<file path="config.mk">
export PLATFORM = sky130hd
export DESIGN_NAME = frame_shifter
export DESIGN_NICKNAME = d
export VERILOG_FILES = /design/src/rtl/fs_pkg.sv /design/src/rtl/fs_phase_timer.sv /design/src/rtl/fs_len_counter.sv /design/src/rtl/fs_shifter.sv /design/src/rtl/frame_shifter.sv
export SDC_FILE = /design/constraint.sdc
export NUM_CORES = 1
export LEC_CHECK = 0
export ABC_AREA = 1
export BUFFER_PORTS_ARGS = -buffer_cell sky130_fd_sc_hd__buf_4
export CAP_MARGIN = 20
export CORE_MARGIN = 3
export CORE_UTILIZATION = 43
export CTS_CLUSTER_SIZE = 30
export DETAILED_ROUTE_END_ITERATION = 12
export HOLD_SLACK_MARGIN = 0.12
export PLACE_DENSITY = 0.69
export SLEW_MARGIN = 10
export SYNTH_ARGS = -nofsm -noshare
export SYNTH_HDL_FRONTEND = slang
export SYNTH_SLANG_ARGS = --single-unit
</file>
<file path="constraint.sdc">
create_clock -name clk -period 1.4 [get_ports clk]
set_input_delay 0.07 -clock clk [delete_from_list [all_inputs] [get_ports clk]]
set_output_delay 0.07 -clock clk [all_outputs]
set_load 0.01 [all_outputs]
</file>
<file path="src/rtl/fs_pkg.sv">
package fs_pkg;
   typedef enum logic [1:0] {
      PH_IDLE = 2'd0,
      PH_LOW  = 2'd1,
      PH_HIGH = 2'd2
   } phase_e;
endpackage

</file>
<file path="src/rtl/fs_phase_timer.sv">
module fs_phase_timer #(
   parameter int HALF = 4
) (
   input  logic clk,
   input  logic rst_n,
   input  logic run,
   output logic done
);
   localparam int DW = (HALF > 1) ? $clog2(HALF) : 1;

   logic [DW-1:0] tick;

   assign done = run && (tick == DW'(HALF - 1));

   always_ff @(posedge clk or negedge rst_n) begin
      if (!rst_n)              tick <= '0;
      else if (!run || done)   tick <= '0;
      else                     tick <= tick + 1'b1;
   end
endmodule

</file>
<file path="src/rtl/fs_len_counter.sv">
module fs_len_counter #(
   parameter int CNT_W = 3
) (
   input  logic             clk,
   input  logic             rst_n,
   input  logic             fmt_bus,
   input  logic             idle,
   input  logic             scl_low,
   input  logic             wr,
   input  logic [CNT_W-1:0] wdata,
   input  logic             load,
   input  logic             step,
   output logic             rem_one,
   output logic             rem_two,
   output logic [CNT_W-1:0] cnt_rd
);
   localparam int REM_W = CNT_W + 1;
   localparam int FULL  = 1 << CNT_W;

   logic [CNT_W-1:0] code_q;
   logic [REM_W-1:0] rem_q;
   logic [REM_W-1:0] len;
   logic             wr_ok;

   always_comb begin
      if (fmt_bus) len = (code_q == '0) ? REM_W'(FULL + 1) : REM_W'(code_q) + 1'b1;
      else         len = (code_q == '0) ? REM_W'(FULL)     : REM_W'(code_q);
   end

   assign wr_ok   = wr && idle && !load && fmt_bus && ((wdata == '0) || scl_low);
   assign rem_one = (rem_q == REM_W'(1));
   assign rem_two = (rem_q == REM_W'(2));
   assign cnt_rd  = idle ? code_q : rem_q[CNT_W-1:0];

   always_ff @(posedge clk or negedge rst_n) begin
      if (!rst_n) begin
         code_q <= '0;
         rem_q  <= '0;
      end else begin
         if (load)               rem_q <= len;
         else if (step)          rem_q <= rem_q - 1'b1;
         if (step && rem_one)    code_q <= '0;
         else if (wr_ok)         code_q <= wdata;
      end
   end
endmodule

</file>
<file path="src/rtl/fs_shifter.sv">
module fs_shifter #(
   parameter int DATA_W = 8
) (
   input  logic              clk,
   input  logic              rst_n,
   input  logic              wr,
   input  logic [DATA_W-1:0] wdata,
   input  logic              load,
   input  logic              tx_mode,
   input  logic              shift,
   input  logic              sin,
   output logic              buf_msb,
   output logic              sh_msb,
   output logic              tdre,
   output logic [DATA_W-1:0] sh_q
);
   logic [DATA_W-1:0] hold_q;

   assign buf_msb = hold_q[DATA_W-1];
   assign sh_msb  = sh_q[DATA_W-1];

   always_ff @(posedge clk or negedge rst_n) begin
      if (!rst_n) begin
         hold_q <= '0;
         sh_q   <= '0;
         tdre   <= 1'b0;
      end else begin
         if (wr) hold_q <= wdata;
         if (load)       sh_q <= hold_q;
         else if (shift) sh_q <= {sh_q[DATA_W-2:0], sin};
         if (wr)                   tdre <= 1'b0;
         else if (load && tx_mode) tdre <= 1'b1;
      end
   end
endmodule

</file>
<file path="src/rtl/frame_shifter.sv">
module frame_shifter #(
   parameter int DATA_W      = 8,
   parameter int CNT_W       = 3,
   parameter int HALF_PERIOD = 4
) (
   input  logic              clk,
   input  logic              rst_n,
   input  logic              cfg_bus_fmt,
   input  logic              cfg_tx,
   input  logic              start,
   input  logic              cnt_wr,
   input  logic [CNT_W-1:0]  cnt_wdata,
   input  logic              data_wr,
   input  logic [DATA_W-1:0] data_wdata,
   input  logic              tx_ie,
   input  logic              ack_drive,
   input  logic              sda_in,
   output logic              scl_out,
   output logic              sda_out,
   output logic              busy,
   output logic [CNT_W-1:0]  cnt_rd,
   output logic [DATA_W-1:0] rx_data,
   output logic              tdre,
   output logic              tx_irq,
   output logic              ack_rcvd
);
   import fs_pkg::*;

   if (DATA_W != (1 << CNT_W)) begin : g_bad_width
      $error("frame_shifter: DATA_W must equal 2**CNT_W");
   end
   if (HALF_PERIOD < 2) begin : g_bad_half
      $error("frame_shifter: HALF_PERIOD must be at least 2");
   end

   phase_e ph_q;
   logic   scl_q, sda_q, fmt_q, tx_q, ack_q;
   logic   idle, go, half_done, lo_done, hi_done;
   logic   rem_one, rem_two, on_ack, nxt_ack, shift;
   logic   buf_msb, sh_msb;

   assign idle    = (ph_q == PH_IDLE);
   assign go      = start && idle;
   assign lo_done = (ph_q == PH_LOW)  && half_done;
   assign hi_done = (ph_q == PH_HIGH) && half_done;
   assign on_ack  = fmt_q && rem_one;
   assign nxt_ack = fmt_q && rem_two;
   assign shift   = lo_done && !on_ack;

   fs_phase_timer #(.HALF(HALF_PERIOD)) timer_i (
      .clk(clk), .rst_n(rst_n), .run(!idle), .done(half_done)
   );

   fs_len_counter #(.CNT_W(CNT_W)) len_i (
      .clk(clk), .rst_n(rst_n), .fmt_bus(cfg_bus_fmt), .idle(idle),
      .scl_low(!scl_q), .wr(cnt_wr), .wdata(cnt_wdata), .load(go),
      .step(hi_done), .rem_one(rem_one), .rem_two(rem_two), .cnt_rd(cnt_rd)
   );

   fs_shifter #(.DATA_W(DATA_W)) shift_i (
      .clk(clk), .rst_n(rst_n), .wr(data_wr), .wdata(data_wdata),
      .load(go), .tx_mode(cfg_tx), .shift(shift), .sin(sda_in),
      .buf_msb(buf_msb), .sh_msb(sh_msb), .tdre(tdre), .sh_q(rx_data)
   );

   always_ff @(posedge clk or negedge rst_n) begin
      if (!rst_n) begin
         ph_q  <= PH_IDLE;
         scl_q <= 1'b1;
         sda_q <= 1'b1;
         fmt_q <= 1'b0;
         tx_q  <= 1'b0;
         ack_q <= 1'b0;
      end else begin
         case (ph_q)
            PH_IDLE: if (go) begin
               ph_q  <= PH_LOW;
               fmt_q <= cfg_bus_fmt;
               tx_q  <= cfg_tx;
               scl_q <= 1'b0;
               sda_q <= cfg_tx ? buf_msb : 1'b1;
            end
            PH_LOW: if (lo_done) begin
               ph_q  <= PH_HIGH;
               scl_q <= 1'b1;
               if (on_ack && tx_q) ack_q <= sda_in;
            end
            PH_HIGH: if (hi_done) begin
               scl_q <= 1'b0;
               if (rem_one) begin
                  ph_q  <= PH_IDLE;
                  sda_q <= 1'b1;
               end else begin
                  ph_q <= PH_LOW;
                  if (nxt_ack) sda_q <= tx_q ? 1'b1 : ack_drive;
                  else         sda_q <= tx_q ? sh_msb : 1'b1;
               end
            end
            default: ph_q <= PH_IDLE;
         endcase
      end
   end

   assign scl_out  = scl_q;
   assign sda_out  = sda_q;
   assign busy     = !idle;
   assign ack_rcvd = ack_q;
   assign tx_irq   = tdre && tx_ie;
endmodule

</file>
---- After elaboration in Yosys (flattened, before gate mapping) ----
Index checks and enable logic that the tools add are counted.
storage, ports and cells
  memory bits (writable) .................. 0
  memories ................................ 0
  flip-flop bits (word level) ............. 33
  logic and storage cells ................. 88
  input bits .............................. 21
  output and inout bits ................... 17
  bits in latches ......................... 0
  bits in read-only memories .............. 0
cells by class
  multiply operators ...................... 0
  bitwise gates (word level) .............. 0
  reductions and logical operators ........ 35
  magnitude comparators ................... 0
  multiplexer cells ....................... 30
  divide/modulo/power cells ............... 0
  $add $sub $neg .......................... 3
  eq/ne operators ......................... 8
  shift operators ......................... 0
operator list
  cell                                               count
  two-way mux 4 bit                                  5
  two-way mux 8 bit                                  2
  logical AND 1 bit                                  15
  two-way mux 1 bit                                  13
  nonzero test 2 bit                                 5
  two-way mux 3 bit                                  3
  AND reduction 3 bit                                3
  two-way mux 2 bit                                  4
  zero test 3 bit                                    2
  case mux 2 bit (3 select lines)                    1
  adder 3 x 1 -> 4 bit (second input constant)       1
  == test 2 bit (second input constant)              2
  == test 4 x 1 -> 1 bit (second input constant)     1
  == test 4 x 2 -> 1 bit (second input constant)     1
  zero test 1 bit                                    4
  != test 2 x 1 -> 1 bit (second input constant)     2
  AND reduction 4 bit                                1
  subtractor 4 x 1 -> 4 bit (second input constant)  1
  case mux 1 bit (3 select lines)                    1
  nonzero test 3 bit                                 1
  adder 2 x 1 -> 2 bit (second input constant)       1
  == test 2 x 1 -> 1 bit (second input constant)     1
  zero test 2 bit                                    1
  logical OR 1 bit                                   2
  3 further kinds                                    3

---- Longest topological paths before layout ----
  word-level depth ........................ 8
  depth in mapped cells ................... 9
  depth with buffers taken out ............ 9

---- Hierarchy ----
A second synthesis with hierarchy kept.
second synthesis, totals
  cells, all modules ...................... 263
  area total of the unflattened synthesis .. 1,900.6 um2
modules (own cells, without submodules)
  module          area each (um2)  cells each  sequential area each (um2)  instances
  fs_shifter      775.7            97          425.4                       1
  fs_len_counter  611.8            92          175.2                       1
  frame_shifter   424.2            64          177.7                       1
  fs_phase_timer  88.8             10          50.0                        1

---- Worst setup path after synthesis ----
No wires, ideal clock.
  path kind ............................... register to register
  start point ............................. register len_i.rem_q[1]
  end point ............................... register shift_i.sh_q[0]
  setup slack ............................. 0.160 ns
  cell stages (with the launch flop) ...... 8
  library setup time ...................... 0.117 ns
  required time ........................... 1.283 ns
  clock period less this slack ............ 1.240 ns
  data arrival time ....................... 1.123 ns
  buffers on the path ..................... 0
  cell sequence ........................... dfrtp_1 > inv_1 > ha_1 > nand2_2 > o21ai_4 > nand2_4 > nand2_1 > nand2_1
between the ends
  longest elaborated chain between the ends .. 5
RTL lines
  what                                 RTL line              text
  start: declaration                   fs_len_counter.sv:21  logic [REM_W-1:0] rem_q;
  start signal: assignment             fs_len_counter.sv:40  if (load) rem_q <= len;
  start signal: assignment             fs_len_counter.sv:41  else if (step) rem_q <= rem_q - 1'b1;
  == test 4 x 1 -> 1 bit               fs_len_counter.sv:31  assign rem_one = (rem_q == REM_W'(1));
  logical AND 1 bit                    frame_shifter.sv:46   assign on_ack = fmt_q && rem_one;
  zero test 1 bit                      frame_shifter.sv:48   assign shift = lo_done && !on_ack;
  logical AND 1 bit                    frame_shifter.sv:48
  nonzero test 2 bit (no source line)  --
  end signal: assignment               fs_shifter.sv:29      if (load) sh_q <= hold_q;
  end signal: assignment               fs_shifter.sv:30      else if (shift) sh_q <= {sh_q[DATA_W-2:0], sin};
  end: declaration                     fs_shifter.sv:15      output logic [DATA_W-1:0] sh_q
No other way between the ends.
A chain may end at the register's enable or synchronous reset.

==> metrics.cfg <==
[run_status]
outcome = completed

[global_route]
grt_antenna_before_repair = 0
grt_max_degree = 34
grt_pass1_wl_mm = 7.24
grt_pass1_vias = 1628
grt_usage_pct = 17.7
grt-ovfl-total = 0

[route]
via_count = 1735
drc_errors = 0
firstDrtPassIters = 5
ant_nets = 0
wl_per_cell_um = 11.6
routed_wl_mm = 4.22
vias_per_cell = 4.77
first_iter_violations = 104

[sta]
skew_ps = 5.95
fmax_mhz = 744
finalSetupViolations = 0
maxSlewViolCount = 0
worst_pin_slew_ps = 424
rsz0062_at_grt = true
slew_headroom_pct = 71.7
final_hold_viol_count = 0
finalWorstPathRequiredPeriod_ps = 1340
period_share_pct = 95.9

[clock_network]
clock_sinks = 33
root_buffer = clkbuf_8
path_clk_slew_ps = 70
clock_latency_ps = 280
cts-buffers-inserted = 5
h-tree-depth = 2
cts_max_path_buffers = 2
cts_tree = done

[finish]
antenna_cells = 0
fin_cells = 364
nNetsFinal = 340
drive_gt1_share_pct = 25.8
design_area_um2 = 2600
syn2layout_area_growth_pct = 42.5

[floorplanning]
die_h_um = 71.1
ioPinCount = 38
dieArea_um2 = 5060
start_util_pct = 45.0
row_count = 23
dieWidth_um = 71.1
core_area_um2 = 4060

[yosys]
yosysUniqueCellTypes = 24
ys_seq_area_share_pct = 45.4
ys_warn_count = 0
synth_seq_cells = 33
synthCells = 238
syn-cell-area_um2 = 1820
syn_nets = 265
avgSynthCellArea_um2 = 7.66

[worst_setup_path]
critPathLaunchType = input pin
arrival_ps = 1510
worst-endpoint-required_ps = 1570
end_kind = flop
critPathMaxFanout = 17
critPathKind = input pin to flop

[place]
port-buffer-count = 37
dpl_cell_area_um2 = 2180
gp_congestion = 0.858
post-place-cells = 326
post-dp-hpwl_mm = 2.91

[flow_run]
drv_cap = 0

[pwr]
power_density_nw_per_um2 = 1840
p_leak_nw = 1.39
vdd_ir_drop_max_mv = 0.834
totalPowerFinal_mw = 4.79

[min_path]
hold_path.class = input pin to flop

## power by group
part / internal (mW) / switching, mW / leakage, nW / total (mW)
Combinational: 1.05 / 1.23 / 0.933 / 2.28
Clock: 0.580 / 0.341 / 0.0585 / 0.921
Sequential: 1.30 / 0.286 / 0.401 / 1.59
## layout make-up
| type | instances | area [um^2] |
|---|---|---|
| fill | 362 | 1460 |
| sequential | 33 | 832 |
| multi-input combinational | 162 | 822 |
| timing repair buffer | 73 | 623 |
| inverter | 38 | 143 |
| clock buffer | 7 | 86.3 |
| tap | 50 | 62.6 |
| clock inverter | 1 | 30.0 |
## sequential cells by signal, summed over array words and instances, names as in the netlist
name,flops
shift_i.sh_q,8
sda_out,1
shift_i.hold_q,8
timer_i.tick,2
shift_i.tdre,1
ph_q,2
len_i.rem_q,4
tx_q,1
len_i.code_q,3
scl_out,1
ack_rcvd,1
fmt_q,1
## cell usage in the layout (no fill, tap or decap), drive strengths merged
cell	instances
nor2	12
or2	1
nand2	81
clkbuf	7
xor2	1
nand4	1
dfstp	2
o21ai	32
dlygate4sd3	22
bufinv	1
buf	51
inv	38
nand3	26
a21oi	2
dfrtp	31
ha	6
## through the flow
step                worst slack, ps  setup TNS (ps)  hold WS [ps]  utilization [%]
floorplan                       160               0          -226                -
global placement               18.8               0          40.4             53.8
detailed placement             1.65               0          39.5             53.8
CTS                           0.309               0           132             62.1
global route                  -22.5           -99.3           150             64.0
finish                         56.8               0           145             64.0
## path summary, 6_finish.rpt
| check | start | endpoint | slack (ps) | cells past startpoint |
|---|---|---|---|---|
| max in group asynchronous | rst_n | scl_out | 800 | 2 |
| max reg2reg | len_i.rem_q[1] | shift_i.sh_q[7] | 70 | 7 |
| max | data_wr | shift_i.hold_q[3] | 60 | 5 |
| min reg2reg | timer_i.tick[0] | timer_i.tick[0] | 440 | 1 |
| min | cfg_bus_fmt | fmt_q | 140 | 3 |
| min in group asynchronous | rst_n | shift_i.hold_q[6] | 260 | 2 |
## logic make-up after synthesis
group | synth area share [%]
xor gates and xnor gates | 0.480
adders and majority gates | 4.12
DFF | 45.4
AOI/OAI and AO/OA | 11.2
and+or+nand+nor | 28.9
buffers and inverters | 9.94
## layer usage
metal,routed length [um],track usage (%),up-vias
li1,-,-,891
met1,1930,23.5,800
met2,2050,29.5,40
met3,186,4.12,4
met4,41,4.38,0
met5,0,0,-
## cell usage after synthesis
cell type | n | area (um^2)
buf_2 | 1 | 5.00
o21ai_1 | 2 | 10.0
nand4_1 | 1 | 6.26
nor2_1 | 9 | 33.8
dfrtp_1 | 31 | 776
a21oi_1 | 2 | 10.0
nand3_1 | 26 | 130
nand2_1 | 78 | 293
buf_6 | 2 | 22.5
buf_4 | 1 | 7.51
ha_1 | 6 | 75.1
nor2_2 | 1 | 6.26
dfstp_2 | 2 | 52.6
xor2_1 | 1 | 8.76
inv_1 | 37 | 139
nand2_4 | 2 | 22.5
nand2_2 | 1 | 6.26
nor2_4 | 2 | 22.5
o21ai_4 | 1 | 16.3
inv_2 | 1 | 3.75
clkbuf_1 | 1 | 3.75
o21ai_0 | 23 | 115
o21ai_2 | 6 | 52.6
or2_2 | 1 | 6.26
## worst max-delay path: stages
cell and delay (ps):
dlygate4sd3_1 530, buf_4 190, nand2_1 80, dlygate4sd3_1 550
o21ai_0 80
## timing repair
action	in CTS	in global routing
setup buffers	0	8
endpoints found under the setup margin	0	13
endpoints found under the hold margin	48	0
hold buffers	22	0
resized for setup	0	10
Note: power is estimated with default switching activity, not from simulation.
